## config.mk

```make
export PLATFORM = sky130hd
export DESIGN_NAME = texfetch_rate_ctrl
export DESIGN_NICKNAME = d
export VERILOG_FILES = /design/src/rtl/tfr_pkg.sv /design/src/rtl/tfr_fmt_decode.sv /design/src/rtl/tfr_cost_calc.sv /design/src/rtl/tfr_beat_seq.sv /design/src/rtl/texfetch_rate_ctrl.sv
export SDC_FILE = /design/constraint.sdc
export NUM_CORES = 1
export LEC_CHECK = 0
export BUFFER_PORTS_ARGS = -buffer_cell sky130_fd_sc_hd__buf_2
export CELL_PAD_IN_SITES_DETAIL_PLACEMENT = 2
export CELL_PAD_IN_SITES_GLOBAL_PLACEMENT = 2
export CORE_MARGIN = 2
export CORE_UTILIZATION = 32
export DETAILED_ROUTE_END_ITERATION = 6
export PLACE_DENSITY_LB_ADDON = 0.1
export SYNTH_ARGS = -nofsm -noshare
export SYNTH_HDL_FRONTEND = slang
export SYNTH_SLANG_ARGS = --single-unit
```

## constraint.sdc

```tcl
create_clock -name clk -period 2 [get_ports clk]
set_input_delay 0.2 -clock clk [delete_from_list [all_inputs] [get_ports clk]]
set_output_delay 0.2 -clock clk [all_outputs]
set_load 0.1 [all_outputs]
```

## src/rtl/tfr_pkg.sv

```systemverilog
package tfr_pkg;

  localparam int FMT_W  = 4;
  localparam int FILT_W = 2;

  typedef enum logic [2:0] {
    KIND_INT,
    KIND_PACKED,
    KIND_HALF,
    KIND_FULL,
    KIND_BAD
  } fmt_kind_e;

  // depth_lg: 0 = up to 32 bits, 1 = 64 bits, 2 = 128 bits
  // comp_lg : log2 of the component count
  typedef struct packed {
    fmt_kind_e   kind;
    logic [1:0]  depth_lg;
    logic [1:0]  comp_lg;
  } fmt_info_t;

endpackage

```

## src/rtl/tfr_fmt_decode.sv

```systemverilog
module tfr_fmt_decode
  import tfr_pkg::*;
(
  input  logic [FMT_W-1:0] fmt,
  output fmt_info_t        info
);

  always_comb begin
    info = '{kind: KIND_BAD, depth_lg: 2'd0, comp_lg: 2'd0};
    case (fmt)
      4'd0:  info = '{kind: KIND_INT,    depth_lg: 2'd0, comp_lg: 2'd0};
      4'd1:  info = '{kind: KIND_INT,    depth_lg: 2'd0, comp_lg: 2'd2};
      4'd2:  info = '{kind: KIND_INT,    depth_lg: 2'd0, comp_lg: 2'd1};
      4'd3:  info = '{kind: KIND_INT,    depth_lg: 2'd1, comp_lg: 2'd2};
      4'd4:  info = '{kind: KIND_INT,    depth_lg: 2'd0, comp_lg: 2'd0};
      4'd5:  info = '{kind: KIND_INT,    depth_lg: 2'd1, comp_lg: 2'd1};
      4'd6:  info = '{kind: KIND_INT,    depth_lg: 2'd2, comp_lg: 2'd2};
      4'd7:  info = '{kind: KIND_PACKED, depth_lg: 2'd0, comp_lg: 2'd2};
      4'd8:  info = '{kind: KIND_PACKED, depth_lg: 2'd0, comp_lg: 2'd2};
      4'd9:  info = '{kind: KIND_HALF,   depth_lg: 2'd0, comp_lg: 2'd0};
      4'd10: info = '{kind: KIND_HALF,   depth_lg: 2'd0, comp_lg: 2'd1};
      4'd11: info = '{kind: KIND_HALF,   depth_lg: 2'd1, comp_lg: 2'd2};
      4'd12: info = '{kind: KIND_FULL,   depth_lg: 2'd0, comp_lg: 2'd0};
      4'd13: info = '{kind: KIND_FULL,   depth_lg: 2'd1, comp_lg: 2'd1};
      4'd14: info = '{kind: KIND_FULL,   depth_lg: 2'd2, comp_lg: 2'd2};
      default: info = '{kind: KIND_BAD,  depth_lg: 2'd0, comp_lg: 2'd0};
    endcase
  end

endmodule

```

## src/rtl/tfr_cost_calc.sv

```systemverilog
module tfr_cost_calc
  import tfr_pkg::*;
#(
  parameter int COST_W = 4
) (
  input  fmt_info_t         info,
  input  logic [FILT_W-1:0] filt,
  input  logic              fast,
  output logic [COST_W-1:0] cost,
  output logic              bad
);

  logic       filt_req;
  logic       tri_req;
  logic       filt_ok;
  logic [1:0] base_lg;
  logic [1:0] cost_lg;

  assign filt_req = (filt != '0);
  assign tri_req  = filt[1];

  // Full-float and unknown formats never filter
  always_comb begin
    filt_ok = filt_req;
    base_lg = info.depth_lg;
    case (info.kind)
      KIND_INT:    base_lg = info.depth_lg;
      KIND_PACKED: base_lg = filt_req ? 2'd1 : 2'd0;
      KIND_HALF:   base_lg = filt_req ? info.comp_lg : info.depth_lg;
      KIND_FULL: begin
        filt_ok = 1'b0;
        base_lg = (fast && info.comp_lg == 2'd2) ? 2'd1 : info.depth_lg;
      end
      default: begin
        filt_ok = 1'b0;
        base_lg = 2'd0;
      end
    endcase
  end

  assign cost_lg = (filt_ok && tri_req) ? base_lg + 2'd1 : base_lg;
  assign cost    = COST_W'(1) << cost_lg;
  assign bad     = (info.kind == KIND_BAD);

endmodule

```

## src/rtl/tfr_beat_seq.sv

```systemverilog
module tfr_beat_seq #(
  parameter int IDX_W = 3
) (
  input  logic             clk,
  input  logic             rst_n,
  input  logic             req_valid,
  input  logic [IDX_W-1:0] last_idx_in,
  output logic             req_ready,
  output logic             accept,
  output logic             beat_valid,
  output logic [IDX_W-1:0] beat_idx,
  output logic             beat_first,
  output logic             beat_last
);

  logic             active_q, active_d;
  logic [IDX_W-1:0] idx_q, idx_d;
  logic [IDX_W-1:0] lim_q, lim_d;
  logic             at_end;
  logic             seq_en;

  assign at_end    = active_q && (idx_q == lim_q);
  assign req_ready = !active_q || at_end;
  assign accept    = req_valid && req_ready;
  assign seq_en    = accept || active_q;

  always_comb begin
    active_d = active_q;
    idx_d    = idx_q;
    lim_d    = lim_q;
    if (accept) begin
      active_d = 1'b1;
      idx_d    = '0;
      lim_d    = last_idx_in;
    end else if (at_end) begin
      active_d = 1'b0;
    end else if (active_q) begin
      idx_d    = idx_q + 1'b1;
    end
  end

  always_ff @(posedge clk or negedge rst_n) begin
    if (!rst_n) begin
      active_q <= 1'b0;
      idx_q    <= '0;
      lim_q    <= '0;
    end else if (seq_en) begin
      active_q <= active_d;
      idx_q    <= idx_d;
      lim_q    <= lim_d;
    end
  end

  assign beat_valid = active_q;
  assign beat_idx   = idx_q;
  assign beat_first = active_q && (idx_q == '0);
  assign beat_last  = at_end;

endmodule

```

## src/rtl/texfetch_rate_ctrl.sv

```systemverilog
module texfetch_rate_ctrl
  import tfr_pkg::*;
#(
  parameter int MAX_COST = 8,
  localparam int IDX_W  = $clog2(MAX_COST),
  localparam int COST_W = $clog2(MAX_COST + 1)
) (
  input  logic              clk,
  input  logic              rst_n,
  input  logic              req_valid,
  output logic              req_ready,
  input  logic [FMT_W-1:0]  req_fmt,
  input  logic [FILT_W-1:0] req_filt,
  input  logic              req_fast,
  output logic              beat_valid,
  output logic [IDX_W-1:0]  beat_idx,
  output logic              beat_first,
  output logic              beat_last,
  output logic              fmt_err
);

  fmt_info_t         info;
  logic [COST_W-1:0] cost;
  logic [COST_W-1:0] cost_m1;
  logic              bad_fmt;
  logic              accept;
  logic              err_q, err_d, err_en;

  tfr_fmt_decode u_decode (
    .fmt  (req_fmt),
    .info (info)
  );

  tfr_cost_calc #(.COST_W(COST_W)) u_cost (
    .info (info),
    .filt (req_filt),
    .fast (req_fast),
    .cost (cost),
    .bad  (bad_fmt)
  );

  assign cost_m1 = cost - 1'b1;

  tfr_beat_seq #(.IDX_W(IDX_W)) u_seq (
    .clk         (clk),
    .rst_n       (rst_n),
    .req_valid   (req_valid),
    .last_idx_in (cost_m1[IDX_W-1:0]),
    .req_ready   (req_ready),
    .accept      (accept),
    .beat_valid  (beat_valid),
    .beat_idx    (beat_idx),
    .beat_first  (beat_first),
    .beat_last   (beat_last)
  );

  assign err_en = accept && bad_fmt;
  assign err_d  = 1'b1;

  always_ff @(posedge clk or negedge rst_n) begin
    if (!rst_n)      err_q <= 1'b0;
    else if (err_en) err_q <= err_d;
  end

  assign fmt_err = err_q;

endmodule

```

==> summary.txt, run 1 <==
Outcome
  – Status: finished, final reports clean

Global routing
  – Total track usage: between 10% and 20%
  – Vias in the first global route: a little over 700
  – Pin count of the biggest net entering global routing: 14
  – Initial antenna violation count: 0
  – First-pass GRT wire length: roughly 3.6 mm
  – Remaining Overflow, GRT: 0

Yosys
  – Synthesis Warnings: 0
  – Post-synth EDFFs: 0
  – #FFs+latches synth: 8
  – Mapped Cells: between 80 and 90
  – Top cells by area, synth: dfrtp_1, ha_1, mux2_2
  – Syn Area/Cell: between 9 and 10 um2
  – Yosys cell types: 38
  – Synth top cells by count: dfrtp_1, ha_1, nand2_1, inv_1, nand2b_1
  – Synth top area share: approximately a quarter
  – Ys async rst share: 100%
  – Post-synth top area cell: dfrtp_1
  – Syn Nets: a little over 100
  – Ys flop type: dfrtp_1
  – Sequential area share after synthesis: between 20% and 30%
  – Syn Std Cell Area: about 790 um2

Clocking
  – CTS Sinks: 8
  – CTS clk-pin slew, worst paths: around 0.06 ns
  – TritonCTS clock tree: yes
  – CTS H-tree depth: 1
  – Clock buffer count from CTS: 3
  – Clk root buf: clkbuf_4
  – Max clock buf depth: 2
  – Clk_lat worst skew: 0.26 ns

Worst setup path
  – Worst r2r src: u_seq.beat_idx[0]$_DFFE_PN0P_
  – CP required: between 2 and 2.5 ns
  – Worst reg2reg endpoint: u_seq.beat_idx[2]$_DFFE_PN0P_
  – Worst EP arrival: 2.03 ns
  – Worst R2R Setup Slack: around 0.32 ns
  – Worst reg2reg path depth: 7
  – Crit-path max FO: 4
  – CP Class: in -> reg
  – Worst setup EP type: flop
  – Critical Path Source Type: primary input

Placed design
  – Routability congestion estimate: 0.765
  – Pre-CTS setup slack: -0.208 ns
  – Cell Area, Placed: between 1000 and 1500 um2
  – Post-DP HPWL: about 1.8 mm
  – Number of port buffers: 17

Floorplan
  – Die height: ~54 um
  – Die X: 53.8 um
  – FP Rows: 18
  – Initial core utilization: about 33%
  – I/O Pins: 18
  – Die footprint: between 2000 and 3000 um2
  – Core Area: approximately 2400 um2

Drt
  – Routed vias: between 700 and 800
  – DRT iter0 DRCs: 9
  – 1st-pass router iterations: 4
  – Vias per cell: approximately 5.1
  – Routed wire per std cell: 15.2 um
  – Antenna-violating nets left: 0
  – Final wirelength: 2.22 mm
  – DRC: 0

Timing
  – Worst slew pin tran: around 0.48 ns
  – Final setup viols: 0
  – Max-slew violation count: 0
  – Fin. Hold Viols: 0
  – Fmax: between 500 and 600 MHz
  – Min Tclk post-route: about 1.9 ns
  – Tcrit/Tclk final: 94.2%
  – RSZ-0062 raised after global routing: false
  – Rel. slew slack: 67.6%
  – Layout Skew: roughly 0.0040 ns
  – Worst Setup Slack, final: 0.116 ns

Cells and area
  – Layout cell share with drive strength beyond 1: approximately half
  – Post-route design area: roughly 1100 um2
  – Total Nets Final: about 140
  – # diodes: 0
  – P&R area growth vs syn: 39.3%

Job
  – Max cap viols: 0

Min path
  – Hold_sp: req_valid
  – Hold Path Sink: u_seq.beat_valid$_DFFE_PN0P_
  – Min-delay worst type: in -> reg
  – Hold depth: 2
-- metrics by stage --
| step | cells | setup TNS [ns] | util, % | hold WS (ns) |
|---|---|---|---|---|
| 2_1_floorplan | 83 | -3.63 | - | -0.0956 |
| 3_3_place_gp | 141 | -0.330 | 43.9 | 0.0532 |
| 3_5_place_dp | 141 | -0.540 | 43.9 | 0.0520 |
| 4_1_cts | 146 | 0 | 45.4 | 0.244 |
| 5_1_grt | 146 | 0 | 45.8 | 0.253 |
| 6_report | 146 | 0 | 45.8 | 0.239 |
-- what timing repair did --
action / 4_1_cts / 5_1_grt
buffers inserted: 0 / 0
hold buffers: 1 / 0
gates resized for setup: 0 / 3
hold endpoints to repair: 8 / 0
endpoints found under the setup margin: 0 / 3
-- worst max-delay path, cell delays in order --
cell     delay (ns)
buf_2          0.12
inv_2          0.06
ha_1           0.22
or4b_4         0.57
o31ai_2        0.22
nand2_1        0.09
a21oi_2        0.11
xnor2_1        0.13
o31a_1         0.29
-- cells by family (layout without fill, tap and decap cells) --
group,count (synthesis),after routing,synth area share [%]
and+or+nand+nor,26,26,19.9
AOI/OAI and AO/OA,23,23,22.6
adders and majority gates,8,8,12.6
DFF,8,8,25.3
buffers and inverters,8,41,7.27
xor gates and xnor gates,5,5,5.53
muxes,5,5,6.79
-- cell type report --
class | count | area, um2
fillers | 270 | 1310
flip-flops and latches | 8 | 213
inverters | 5 | 18.8
well taps | 30 | 37.5
clock buffers | 4 | 26.3
repair buffers | 32 | 218
multi-input cells | 67 | 591
-- worst max-delay path by stage --
stage | start | to | slack (ns) | cells past startpoint
6_report | req_fmt[0] | u_seq.lim_q[0]$_DFFE_PN0P_ | 0.12 | 9
5_1_grt | req_fmt[0] | u_seq.lim_q[0]$_DFFE_PN0P_ | 0.06 | 9
4_1_cts | u_seq.beat_idx[0]$_DFFE_PN0P_ | beat_last | 0.03 | 3
3_5_place_dp | req_fmt[0] | u_seq.lim_q[0]$_DFFE_PN0P_ | -0.21 | 9
3_3_place_gp | req_fmt[0] | u_seq.lim_q[0]$_DFFE_PN0P_ | -0.13 | 9
2_1_floorplan | u_seq.beat_idx[1]$_DFFE_PN0P_ | u_seq.lim_q[1]$_DFFE_PN0P_ | -0.53 | 4
-- cells in the final DEF, fill, tap and decap left out, drive strengths merged, types with 2 or more instances in the layout --
cell type  instances
dfrtp              8
nand2              8
a21oi              3
xor2               3
buf               30
mux2i              2
inv                5
or2b               2
nand2b             5
ha                 8
o31ai              5
clkbuf             5
nor2               2
xnor2              2
mux2               3
o21ai              4
-- layer usage --
layer	GRT usage [%]	share of wire (%)
met4	1.28	0
met3	5.83	4.8
met2	25.6	46
met1	25.0	50
met5	0	0
-- sequential cells by signal (all words and copies together) (netlist names) --
register	count
fmt_err	1
u_seq.beat_idx	3
u_seq.beat_valid	1
u_seq.lim_q	3
Power of run 1 is left out: the tool's default activity adds up to more than one toggle a clock period on the data nets, which glitch-free logic cannot reach.
==> inputs of run 2 (changes only) <==
--- a/config.mk
+++ b/config.mk
@@ -8,7 +8,7 @@
 export BUFFER_PORTS_ARGS = -buffer_cell sky130_fd_sc_hd__buf_2
 export CELL_PAD_IN_SITES_DETAIL_PLACEMENT = 2
 export CELL_PAD_IN_SITES_GLOBAL_PLACEMENT = 2
-export CORE_MARGIN = 2
+export CORE_MARGIN = 1.5
 export CORE_UTILIZATION = 32
 export DETAILED_ROUTE_END_ITERATION = 6
 export PLACE_DENSITY_LB_ADDON = 0.1
==> run 2 against run 1 <==
Against the previous run: count of clock-buffer cells in the layout did not move; worst hold slack improved by 0.011 ns; cell count fell by 2.7%; global-route usage rose by 3.1 points; core utilization rose by 2.5 points; clock skew rose by 0.0040 ns; die area fell by 3.7%; sequential share of layout area rose by 0.088 points; maximum frequency fell by 2.7%; register-to-register slack got worse by 0.02 ns; largest cell class unchanged.
==> summary.txt, run 2 (synthesis results as in run 1) <==
Worst setup path
  – Crit-path max FO: 5 (+1)
  – Worst setup EP type: output pin
  – Worst reg2reg endpoint: u_seq.beat_idx[2]$_DFFE_PN0P_
  – Worst EP arrival: 1.74 ns (-0.29 ns)
  – Worst reg2reg path depth: 7 (unchanged)
  – Critical-path cell list: xor2_1 -> nor4b_4 -> buf_2
  – Critical Path Max Stage Delay: 0.51 ns (-0.06 ns)
  – Slowest stage cell, crit path: dfrtp_4
  – Critical Path Source Type: flop
  – CP Class: reg -> out
  – CP required: 1.80 ns (-0.34 ns)
  – Worst R2R Setup Slack: 0.30 ns (-0.02 ns)
  – Worst r2r src: u_seq.beat_idx[1]$_DFFE_PN0P_

Placed design
  – Cell Area, Placed: 1040 um2 (-1.7%)
  – Routability congestion estimate: 0.701 (-8.4%)
  – Number of port buffers: 17 (unchanged)
  – Post-DP HPWL: 2.05 mm (+12%)
  – Placed cells: 137 (-2.8%)
  – Pre-CTS setup slack: -0.212 ns (-0.00433 ns)

Drt
  – Routed wire per std cell: 16.6 um (+9.5%)
  – Final wirelength: 2.36 mm (+6.5%)
  – DRC: 0 (unchanged)
  – Routed vias: 743 (-0.93%)
  – Antenna-violating nets left: 0 (unchanged)
  – Vias per cell: 5.23 (+1.9%)
  – 1st-pass router iterations: 2 (-2)
  – DRT iter0 DRCs: 4 (-5)

Min path
  – Hold Path Sink: u_seq.beat_valid$_DFFE_PN0P_
  – Hold depth: 2 (unchanged)
  – Hold_sp: req_valid
  – Min-delay worst type: in -> reg

Timing
  – Rel. slew slack: 67.4% (-0.12 points)
  – Fin. Hold Viols: 0 (unchanged)
  – Worst slew pin tran: 0.492 ns (+0.00678 ns)
  – Fmax: 517 MHz (-2.7%)
  – Final setup viols: 0 (unchanged)
  – Setup_tns: 0 ns (unchanged)
  – Worst Setup Slack, final: 0.0647 ns (-0.0516 ns)
  – Max-slew violation count: 0 (unchanged)
  – Min Tclk post-route: 1.94 ns (+0.0516 ns)
  – Tcrit/Tclk final: 96.8% (+2.6 points)
  – Layout Skew: 0.00798 ns (+0.00396 ns)

Floorplan
  – I/O Pins: 18 (unchanged)
  – Die height: 52.8 um (-1.9%)
  – FP Rows: 17 (-1)
  – Core Area: 2280 um2 (-5.6%)
  – Initial core utilization: 34.8% (+1.9 points)
  – Die footprint: 2780 um2 (-3.7%)
  – Die X: 52.8 um (-1.9%)

Clocking
  – CTS clk-pin slew, worst paths: 0.06 ns (about the same)
  – Clock buffer count from CTS: 3 (unchanged)
  – Number of setup buffers added after CTS: 0 (unchanged)
  – CTS Sinks: 8 (unchanged)
  – Clk_lat worst skew: 0.27 ns (about the same)
  – TritonCTS clock tree: yes
  – Clk root buf: clkbuf_4
  – CTS H-tree depth: 1 (unchanged)
  – Max clock buf depth: 2 (unchanged)

Cells and area
  – Final std cells w/o fill: 142 (-2.7%)
  – Most frequent cells in the layout: buf_2, buf_4, ha_1, nand2_1
  – Layout cell share with drive strength beyond 1: 49.1% (about the same)
  – # diodes: 0 (unchanged)
  – Post-route design area: 1100 um2 (-0.45%)
  – Leading cell type in the layout, fill and taps excluded: buf_2
  – Total Nets Final: 133 (-1.5%)
  – P&R area growth vs syn: 38.7%

Job
  – Max cap viols: 0 (unchanged)

Global routing
  – Pin count of the biggest net entering global routing: 13 (-1)
  – Total track usage: 20.4% (+3.1 points)
  – Remaining Overflow, GRT: 0 (unchanged)
  – First-pass GRT wire length: 3.88 mm (+8.9%)
  – Initial antenna violation count: 0 (unchanged)
  – Vias in the first global route: 825 (+13%)

Outcome
  – Status: finished, final reports clean
-- run 2: cell types whose count changed in the layout (fill, tap and decap cells not counted) --
cell | previous run | this run
o32ai_1 | 1 | 0
buf_2 | 15 | 16
inv_1 | 4 | 5
xnor2_1 | 2 | 1
o32ai_2 | 0 | 1
xnor2_2 | 0 | 1
buf_4 | 14 | 12
inv_2 | 1 | 0
clkbuf_4 | 4 | 3
-- run 2: final cells by class --
| cell class | count | area [um2] |
|---|---|---|
| Fill cell | 242 | 1180 |
| Tap cell | 28 | 35.0 |
| Sequential cell | 8 | 213 |
| Timing Repair Buffer | 30 | 200 |
| Multi-Input combinational cell | 67 | 606 |
| Inverter | 5 | 18.8 |
| Clock buffer | 4 | 26.3 |
-- run 2: how the worst max path moves through the flow --
stage                                              from                         end  slack (ns)  cells past startpoint
final                     u_seq.beat_idx[0]$_DFFE_PN0P_                   beat_last        0.06                      3
after global routing                         req_fmt[0]  u_seq.lim_q[0]$_DFFE_PN0P_       -0.01                      9
after CTS                 u_seq.beat_idx[0]$_DFFE_PN0P_                   beat_last        0.04                      3
after detailed placement                     req_fmt[1]  u_seq.lim_q[0]$_DFFE_PN0P_       -0.21                      9
after global placement                       req_fmt[0]  u_seq.lim_q[0]$_DFFE_PN0P_       -0.12                      9
after floorplan           u_seq.beat_idx[1]$_DFFE_PN0P_  u_seq.lim_q[1]$_DFFE_PN0P_       -0.53                      4
-- run 2: critical path, delay by kind of cell, from the launching register on --
family / cells / cell delay [ns]
flip-flops: 1 / 0.51
buffers and inverters: 1 / 0.46
AND/OR/NAND/NOR: 1 / 0.28
XOR/XNOR: 1 / 0.23
-- run 2: timing repair --
action                                  CTS  global route
hold buffers                              1             0
endpoints found under the setup margin    0             1
hold endpoints to repair                  8             0
gates resized for setup                   0             3
-- run 2: through the flow --
stage	hold WS (ns)	util, %
2_1_floorplan	-0.0956	-
3_3_place_gp	0.0506	45.7
3_5_place_dp	0.0518	45.7
4_1_cts	0.248	47.3
5_1_grt	0.265	48.3
6_report	0.250	48.3
-- run 2: routing by layer --
layer  up-vias  track usage [%]  part of all wire, %  wire length [um]
li1        364                -                    -                 -
met1       360             17.5                   35               835
met2        15             42.9                   60              1420
met3         4             1.71                  1.9                46
met4         0             12.8                  2.7                63
met5         -                0                    0                 0
Power of run 2 is left out for the same reason.
